[config.mk]
export PLATFORM = sky130hd
export DESIGN_NAME = puf_cell_picker
export DESIGN_NICKNAME = d
export VERILOG_FILES = /design/src/rtl/ssel_pkg.sv /design/src/rtl/ssel_cellbook.sv /design/src/rtl/ssel_seq.sv /design/src/rtl/puf_cell_picker.sv
export SDC_FILE = /design/constraint.sdc
export NUM_CORES = 1
export LEC_CHECK = 0
export BUFFER_PORTS_ARGS = -buffer_cell sky130_fd_sc_hd__buf_2
export CAP_MARGIN = 15
export CORE_AREA = 3 3 122 124
export DETAILED_ROUTE_END_ITERATION = 8
export DIE_AREA = 0 0 125 127
export HOLD_SLACK_MARGIN = 0.1
export PLACE_DENSITY = 0.6
export SLEW_MARGIN = 20
export SYNTH_ARGS = -nofsm -noshare
export SYNTH_HDL_FRONTEND = slang
export SYNTH_SLANG_ARGS = --single-unit
[constraint.sdc]
create_clock -name clk -period 5.6 [get_ports clk]
set_clock_uncertainty 0.15 [all_clocks]
set_input_delay 0.56 -clock clk [delete_from_list [all_inputs] [get_ports clk]]
set_output_delay 0.56 -clock clk [all_outputs]
set_load 0.02 [all_outputs]
[src/rtl/ssel_pkg.sv]
package ssel_pkg;

    typedef enum logic [2:0] {
        ST_IDLE,
        ST_PWR,
        ST_RD_ISS,
        ST_RD_TAKE,
        ST_WR,
        ST_DIP,
        ST_EMIT,
        ST_FIN
    } ssel_state_e;

    typedef enum logic [1:0] {
        UPD_NONE,
        UPD_REF,
        UPD_CMP,
        UPD_GRADE
    } upd_kind_e;

    localparam logic SUP_RAMP = 1'b0;
    localparam logic SUP_DIP  = 1'b1;

    function automatic int wbits(input int v);
        return (v > 1) ? $clog2(v) : 1;
    endfunction

    function automatic int maxi(input int a, input int b);
        return (a > b) ? a : b;
    endfunction

endpackage

[src/rtl/ssel_cellbook.sv]
module ssel_cellbook
    import ssel_pkg::*;
#(
    parameter int CELLS = 16,
    parameter int LVLS  = 4,
    localparam int ADDR_W = wbits(CELLS),
    localparam int LVL_W  = wbits(LVLS)
) (
    input  logic              clk,
    input  logic              rst,
    input  logic              clr,
    input  upd_kind_e         upd_kind,
    input  logic [ADDR_W-1:0] upd_addr,
    input  logic              upd_bit,
    input  logic [LVL_W-1:0]  upd_lvl,
    input  logic [ADDR_W-1:0] look_addr,
    output logic              look_ref,
    output logic              look_ok,
    output logic [LVL_W-1:0]  look_grade
);

    logic             ref_q    [CELLS];
    logic             bad_q    [CELLS];
    logic             graded_q [CELLS];
    logic [LVL_W-1:0] grade_q  [CELLS];

    always_ff @(posedge clk) begin
        if (rst || clr) begin
            for (int i = 0; i < CELLS; i++) begin
                ref_q[i]    <= 1'b0;
                bad_q[i]    <= 1'b0;
                graded_q[i] <= 1'b0;
                grade_q[i]  <= '0;
            end
        end else begin
            case (upd_kind)
                UPD_REF: begin
                    ref_q[upd_addr]    <= upd_bit;
                    bad_q[upd_addr]    <= 1'b0;
                    graded_q[upd_addr] <= 1'b0;
                end
                UPD_CMP: begin
                    if (upd_bit != ref_q[upd_addr])
                        bad_q[upd_addr] <= 1'b1;
                end
                UPD_GRADE: begin
                    if (!bad_q[upd_addr] && !graded_q[upd_addr] &&
                        upd_bit == ref_q[upd_addr]) begin
                        graded_q[upd_addr] <= 1'b1;
                        grade_q[upd_addr]  <= upd_lvl;
                    end
                end
                default: ;
            endcase
        end
    end

    assign look_ref   = ref_q[look_addr];
    assign look_ok    = graded_q[look_addr] & ~bad_q[look_addr];
    assign look_grade = grade_q[look_addr];

    logic [CELLS-1:0] bad_vec, graded_vec;
    always_comb begin
        for (int i = 0; i < CELLS; i++) begin
            bad_vec[i]    = bad_q[i];
            graded_vec[i] = graded_q[i];
        end
    end

    // an unstable mark is never withdrawn within a run
    a_r3_bad_sticky: assert property (@(posedge clk) disable iff (rst)
        !clr |=> (($past(bad_vec) & ~bad_vec) == '0));

    // a grade is only ever granted to a stable cell
    a_r5_grade_stable_only: assert property (@(posedge clk) disable iff (rst)
        (graded_vec & bad_vec) == '0);

endmodule

[src/rtl/ssel_seq.sv]
module ssel_seq
    import ssel_pkg::*;
#(
    parameter int CELLS    = 16,
    parameter int RAMPS    = 3,
    parameter int LVLS     = 4,
    parameter int KEY_BITS = 6,
    localparam int ADDR_W = wbits(CELLS),
    localparam int LVL_W  = wbits(LVLS),
    localparam int STEP_W = wbits(maxi(RAMPS, LVLS)),
    localparam int SLOT_W = wbits(KEY_BITS),
    localparam int CNT_W  = $clog2(KEY_BITS + 1)
) (
    input  logic              clk,
    input  logic              rst,
    input  logic              start,
    output logic              sup_req,
    output logic [STEP_W:0]   sup_code,
    input  logic              sup_ack,
    output logic [ADDR_W-1:0] mem_addr,
    output logic              mem_re,
    output logic              mem_we,
    output logic              mem_wdata,
    input  logic              mem_rdata,
    output logic              book_clr,
    output upd_kind_e         upd_kind,
    output logic [ADDR_W-1:0] upd_addr,
    output logic              upd_bit,
    output logic [LVL_W-1:0]  upd_lvl,
    output logic [ADDR_W-1:0] look_addr,
    input  logic              look_ref,
    input  logic              look_ok,
    input  logic [LVL_W-1:0]  look_grade,
    output logic              nv_we,
    output logic [SLOT_W-1:0] nv_slot,
    output logic [ADDR_W-1:0] nv_cell,
    output logic              done,
    output logic              shortfall
);

    localparam logic [ADDR_W-1:0] LAST_ADDR = ADDR_W'(CELLS - 1);
    localparam logic [STEP_W-1:0] LAST_RAMP = STEP_W'(RAMPS - 1);
    localparam logic [STEP_W-1:0] LAST_LVL  = STEP_W'(LVLS - 1);
    localparam logic [LVL_W-1:0]  LAST_ELVL = LVL_W'(LVLS - 1);
    localparam logic [CNT_W-1:0]  KEY_CNT   = CNT_W'(KEY_BITS);

    ssel_state_e       state_q;
    logic              in_ret_q;
    logic [STEP_W-1:0] step_q;
    logic [ADDR_W-1:0] addr_q;
    logic [LVL_W-1:0]  elvl_q;
    logic [CNT_W-1:0]  cnt_q;
    logic              hit;

    assign hit = (state_q == ST_EMIT) && look_ok &&
                 (look_grade == elvl_q) && (cnt_q < KEY_CNT);

    always_comb begin
        sup_req   = (state_q == ST_PWR) || (state_q == ST_DIP);
        sup_code  = {(state_q == ST_DIP) ? SUP_DIP : SUP_RAMP, step_q};
        mem_addr  = addr_q;
        mem_re    = (state_q == ST_RD_ISS);
        mem_we    = (state_q == ST_WR);
        mem_wdata = ~look_ref;
        book_clr  = (state_q == ST_IDLE) && start;
        upd_kind  = UPD_NONE;
        if (state_q == ST_RD_TAKE) begin
            if (in_ret_q)            upd_kind = UPD_GRADE;
            else if (step_q == '0)   upd_kind = UPD_REF;
            else                     upd_kind = UPD_CMP;
        end
        upd_addr  = addr_q;
        upd_bit   = mem_rdata;
        upd_lvl   = LVL_W'(step_q);
        look_addr = addr_q;
    end

    always_ff @(posedge clk) begin
        if (rst) begin
            state_q   <= ST_IDLE;
            in_ret_q  <= 1'b0;
            step_q    <= '0;
            addr_q    <= '0;
            elvl_q    <= '0;
            cnt_q     <= '0;
            nv_we     <= 1'b0;
            nv_slot   <= '0;
            nv_cell   <= '0;
            done      <= 1'b0;
            shortfall <= 1'b0;
        end else begin
            nv_we <= 1'b0;
            case (state_q)
                ST_IDLE: begin
                    if (start) begin
                        in_ret_q  <= 1'b0;
                        step_q    <= '0;
                        addr_q    <= '0;
                        done      <= 1'b0;
                        shortfall <= 1'b0;
                        state_q   <= ST_PWR;
                    end
                end
                ST_PWR, ST_DIP: begin
                    if (sup_ack) begin
                        addr_q  <= '0;
                        state_q <= ST_RD_ISS;
                    end
                end
                ST_RD_ISS: state_q <= ST_RD_TAKE;
                ST_RD_TAKE: begin
                    addr_q <= addr_q + 1'b1;
                    if (addr_q != LAST_ADDR) begin
                        state_q <= ST_RD_ISS;
                    end else if (!in_ret_q) begin
                        if (step_q == LAST_RAMP) begin
                            in_ret_q <= 1'b1;
                            step_q   <= '0;
                            addr_q   <= '0;
                            state_q  <= ST_WR;
                        end else begin
                            step_q  <= step_q + 1'b1;
                            state_q <= ST_PWR;
                        end
                    end else if (step_q == LAST_LVL) begin
                        addr_q  <= '0;
                        elvl_q  <= '0;
                        cnt_q   <= '0;
                        state_q <= ST_EMIT;
                    end else begin
                        step_q  <= step_q + 1'b1;
                        addr_q  <= '0;
                        state_q <= ST_WR;
                    end
                end
                ST_WR: begin
                    addr_q <= addr_q + 1'b1;
                    if (addr_q == LAST_ADDR) state_q <= ST_DIP;
                end
                ST_EMIT: begin
                    if (hit) begin
                        nv_we   <= 1'b1;
                        nv_slot <= SLOT_W'(cnt_q);
                        nv_cell <= addr_q;
                        cnt_q   <= cnt_q + 1'b1;
                    end
                    if (hit && (cnt_q == KEY_CNT - 1'b1)) begin
                        state_q <= ST_FIN;
                    end else if (addr_q == LAST_ADDR) begin
                        addr_q <= '0;
                        if (elvl_q == LAST_ELVL) state_q <= ST_FIN;
                        else                     elvl_q  <= elvl_q + 1'b1;
                    end else begin
                        addr_q <= addr_q + 1'b1;
                    end
                end
                ST_FIN: begin
                    done      <= 1'b1;
                    shortfall <= (cnt_q < KEY_CNT);
                    state_q   <= ST_IDLE;
                end
                default: state_q <= ST_IDLE;
            endcase
        end
    end

    // a pending supply request keeps its code until acknowledged
    a_r10_req_hold: assert property (@(posedge clk) disable iff (rst)
        (sup_req && !sup_ack) |=> (sup_req && $stable(sup_code)));

    // the array is left alone while the supply is being changed
    a_r10_quiet_array: assert property (@(posedge clk) disable iff (rst)
        sup_req |-> (!mem_re && !mem_we));

    // nothing is stored once the run has finished
    a_r7_no_store_when_done: assert property (@(posedge clk) disable iff (rst)
        done |-> !nv_we);

    // shortfall is only ever reported with done
    a_r8_short_with_done: assert property (@(posedge clk) disable iff (rst)
        shortfall |-> done);

    // start is not accepted while the run is busy
    a_r9_busy_holds: assert property (@(posedge clk) disable iff (rst)
        (sup_req && start) |=> (sup_req || $past(sup_ack)));

endmodule

[src/rtl/puf_cell_picker.sv]
module puf_cell_picker
    import ssel_pkg::*;
#(
    parameter int CELLS    = 16,
    parameter int RAMPS    = 3,
    parameter int LVLS     = 4,
    parameter int KEY_BITS = 6,
    localparam int ADDR_W = wbits(CELLS),
    localparam int LVL_W  = wbits(LVLS),
    localparam int STEP_W = wbits(maxi(RAMPS, LVLS)),
    localparam int SLOT_W = wbits(KEY_BITS)
) (
    input  logic              clk,
    input  logic              rst,
    input  logic              start,
    output logic              sup_req,
    output logic [STEP_W:0]   sup_code,
    input  logic              sup_ack,
    output logic [ADDR_W-1:0] mem_addr,
    output logic              mem_re,
    output logic              mem_we,
    output logic              mem_wdata,
    input  logic              mem_rdata,
    output logic              nv_we,
    output logic [SLOT_W-1:0] nv_slot,
    output logic [ADDR_W-1:0] nv_cell,
    output logic              done,
    output logic              shortfall
);

    logic              book_clr;
    upd_kind_e         upd_kind;
    logic [ADDR_W-1:0] upd_addr;
    logic              upd_bit;
    logic [LVL_W-1:0]  upd_lvl;
    logic [ADDR_W-1:0] look_addr;
    logic              look_ref;
    logic              look_ok;
    logic [LVL_W-1:0]  look_grade;

    ssel_seq #(
        .CELLS(CELLS), .RAMPS(RAMPS), .LVLS(LVLS), .KEY_BITS(KEY_BITS)
    ) u_seq (
        .clk(clk), .rst(rst), .start(start),
        .sup_req(sup_req), .sup_code(sup_code), .sup_ack(sup_ack),
        .mem_addr(mem_addr), .mem_re(mem_re), .mem_we(mem_we),
        .mem_wdata(mem_wdata), .mem_rdata(mem_rdata),
        .book_clr(book_clr), .upd_kind(upd_kind), .upd_addr(upd_addr),
        .upd_bit(upd_bit), .upd_lvl(upd_lvl), .look_addr(look_addr),
        .look_ref(look_ref), .look_ok(look_ok), .look_grade(look_grade),
        .nv_we(nv_we), .nv_slot(nv_slot), .nv_cell(nv_cell),
        .done(done), .shortfall(shortfall)
    );

    ssel_cellbook #(
        .CELLS(CELLS), .LVLS(LVLS)
    ) u_book (
        .clk(clk), .rst(rst), .clr(book_clr),
        .upd_kind(upd_kind), .upd_addr(upd_addr), .upd_bit(upd_bit),
        .upd_lvl(upd_lvl), .look_addr(look_addr), .look_ref(look_ref),
        .look_ok(look_ok), .look_grade(look_grade)
    );

    // the stored slot index never reaches the requested count
    a_r6_slot_range: assert property (@(posedge clk) disable iff (rst)
        nv_we |-> (int'(nv_slot) < KEY_BITS));

endmodule

==> results.ini <==
[run_status]
outcome = finished clean

[cells_and_area]
design_area_um2 = 6050
finish.net_count = 518
fin_cells = 691
drive_gt1_share_pct = 17.2
area_growth_pct = 9.81
n_antenna_cell = 0
fin_util_pct = 43.6
layout_common_cells = nor2_1, edfxtp_1, nand2_1, a21oi_1, dfxtp_1
final_common_cell = nor2_1

[place]
gp_congestion = 0.806
placedCellCount = 675
hpwl_um = 9240
port_buffers = 25
placed_area_um2 = 5750

[global_routing]
antenna_found_initial = 0
grt_start_max_net_pins = 36
grt_pass1_wl_um = 20800
grt_pass1_vias = 3833
grt_util_all_layers_pct = 16.6
grt_overflow_total = 0

[setup_path]
rr_endpoint = u_book.bad_q[15]
criticalPathCategory = reg -> reg
cp-end-kind = flop
path_max_fanout = 16
critPathArrivalTime_ns = 3.85
crit_path_start_kind = flop
reg2reg_depth = 6
critPathRequiredTime_ns = 5.49
r2r_slack_ns = 1.64

[timing]
setup_viol_count_final = 0
fin_crit_sh_pct = 70.6
fin_tns_setup_ns = 0
max_freq_mhz = 253
slew_headroom_pct = 31.1
max_slew.worst_pin.slew_ns = 1.03
period_needed_ns = 3.96
final_max_slew_viol_count = 0
rsz0062_at_grt = false
finalHoldViolations = 0

[clock_network]
clkLatencyLatePin_ns = 0.34
h-tree-depth = 3
cts_root_buf = clkbuf_16
cts.reportedPaths.clkPinSlew_ns = 0.07
cts_sinks = 109
post_cts_resized = 0
cts-hold-fix-buffers = 0
cts_buffer_depth = 2
cts_setup_buffers = 0
numCtsBuffers = 9
cts_tree = yes

[hold_path]
hold_path_end = u_seq.done
hold_depth = 2
hold_path_class = reg -> reg
worst_hold_startpoint = u_seq.done

[detailed_routing]
wire_per_inst_um = 18.6
drc_errors = 0
drtIter0Drc = 358
vias = 3849
viasPerCell = 5.57
drt-total-wl_um = 12800
dr.pass1.iters = 5
ant_nets = 0

[synth]
synthFlopType = edfxtp_1
yosysSeqAreaShare_pct = 54.1
synth_area_per_cell_um2 = 11.0
synth-seq-cells = 109
yosys_warnings = 0
synthArstFlopShare_pct = 0
postSynthCellCount = 501
synth_cell_types = 54
syn_nets = 513
synth-edff-count = 80
syn-cell-area_um2 = 5510

[floorplanning]
initial_utilization_pct = 39.7
dieArea_um2 = 15900
coreArea_um2 = 13900
die_w_um = 125
std_cell_rows = 43
boundaryPins = 26
die_h_um = 127

[power]
powerDensity_nw_per_um2 = 279
ir_worst_vdd_mv = 0.178
p_leak_nw = 2.18

[job]
cap_violations = 0

## flip-flops by register name (all words and copies together), names as in the netlist, named ones only
register and flops:
u_book.ref_q 16, u_seq.shortfall 1, u_seq.nv_cell 4, u_seq.nv_we 1, u_seq.elvl_q 2, u_book.graded_q 16, u_seq.cnt_q 3, u_book.bad_q 16
u_seq.look_addr 4, u_seq.state_q 3, u_seq.in_ret_q 1, u_seq.upd_lvl 2, u_seq.nv_slot 3, u_book.grade_q 32, u_seq.done 1
## cell type report
type,count,area (µm²)
fillers,1309,7830
clock inverters,4,28.8
repair buffers,27,140
inverters,26,97.6
multi-input cells,333,2310
flip-flops and latches,109,2980
well taps,180,225
clock buffers,12,268
## stage by stage
step	total power [W]	hold WS [ns]	setup slack, ns
finish	0.00169	0.314	1.64
global route	0.00174	0.359	1.30
CTS	0.00169	0.315	1.68
detailed placement	0.00107	0.303	1.71
global placement	0.00107	0.292	1.77
floorplan	0.00103	0.328	2.53
## worst max path at each step
stage	to	slack, ns	cells past startpoint	start
after floorplan	u_book.grade_q[14][0]	2.53	7	flop
after global placement	u_seq.state_q[0]	1.77	7	flop
after detailed placement	u_seq.state_q[0]	1.71	7	flop
after CTS	u_seq.state_q[0]	1.68	7	flop
after global routing	u_seq.state_q[0]	1.30	7	flop
final	u_book.bad_q[15]	1.64	6	flop
## report_power, final
| part | total (W) | internal (W) | switching (W) |
|---|---|---|---|
| clock network | 0.000630 | 0.000342 | 0.000288 |
| registers | 0.000934 | 0.000910 | 0.0000239 |
| logic | 0.000122 | 0.0000421 | 0.0000797 |
| total | 0.00169 | 0.00129 | 0.000391 |
## layer usage
metal / track usage (%) / part of all wire (%)
met1: 22.3 / 44
met2: 27.7 / 48
met3: 2.97 / 6.0
met4: 5.04 / 1.6
met5: 0 / 0
## synth_stat cells (7+ instances only)
master | count | area, µm²
a21oi_1 | 32 | 160
mux2i_1 | 13 | 130
inv_1 | 21 | 78.8
nor2_1 | 91 | 342
nand2b_1 | 17 | 106
mux4_2 | 18 | 405
o21ai_0 | 25 | 125
nand3_1 | 14 | 70.1
nand3_4 | 7 | 123
nand2_1 | 42 | 158
dfxtp_1 | 29 | 581
ha_1 | 7 | 87.6
clkbuf_1 | 25 | 93.8
edfxtp_1 | 80 | 2400
## logic make-up (layout without fill, tap and decap cells)
group	count (synthesis)	after routing	share of synthesized area, %
AO/OA/AOI/OAI	75	75	7.70
XOR/XNOR	5	5	0.795
adder cells (fa/ha/maj)	7	7	1.59
buffers and inverters	59	69	4.45
flip-flops	109	109	54.1
multiplexers	34	34	11.1
AND/OR/NAND/NOR	212	212	20.2
## critical path: stages (launching register included)
cell	delay (ns)
dfxtp_1	0.78
mux4_1	0.65
mux4_2	0.54
xor2_1	0.42
nor3b_1	0.48
nor2_1	0.36
a21oi_1	0.26
Note: power is estimated with default switching activity, not from simulation.
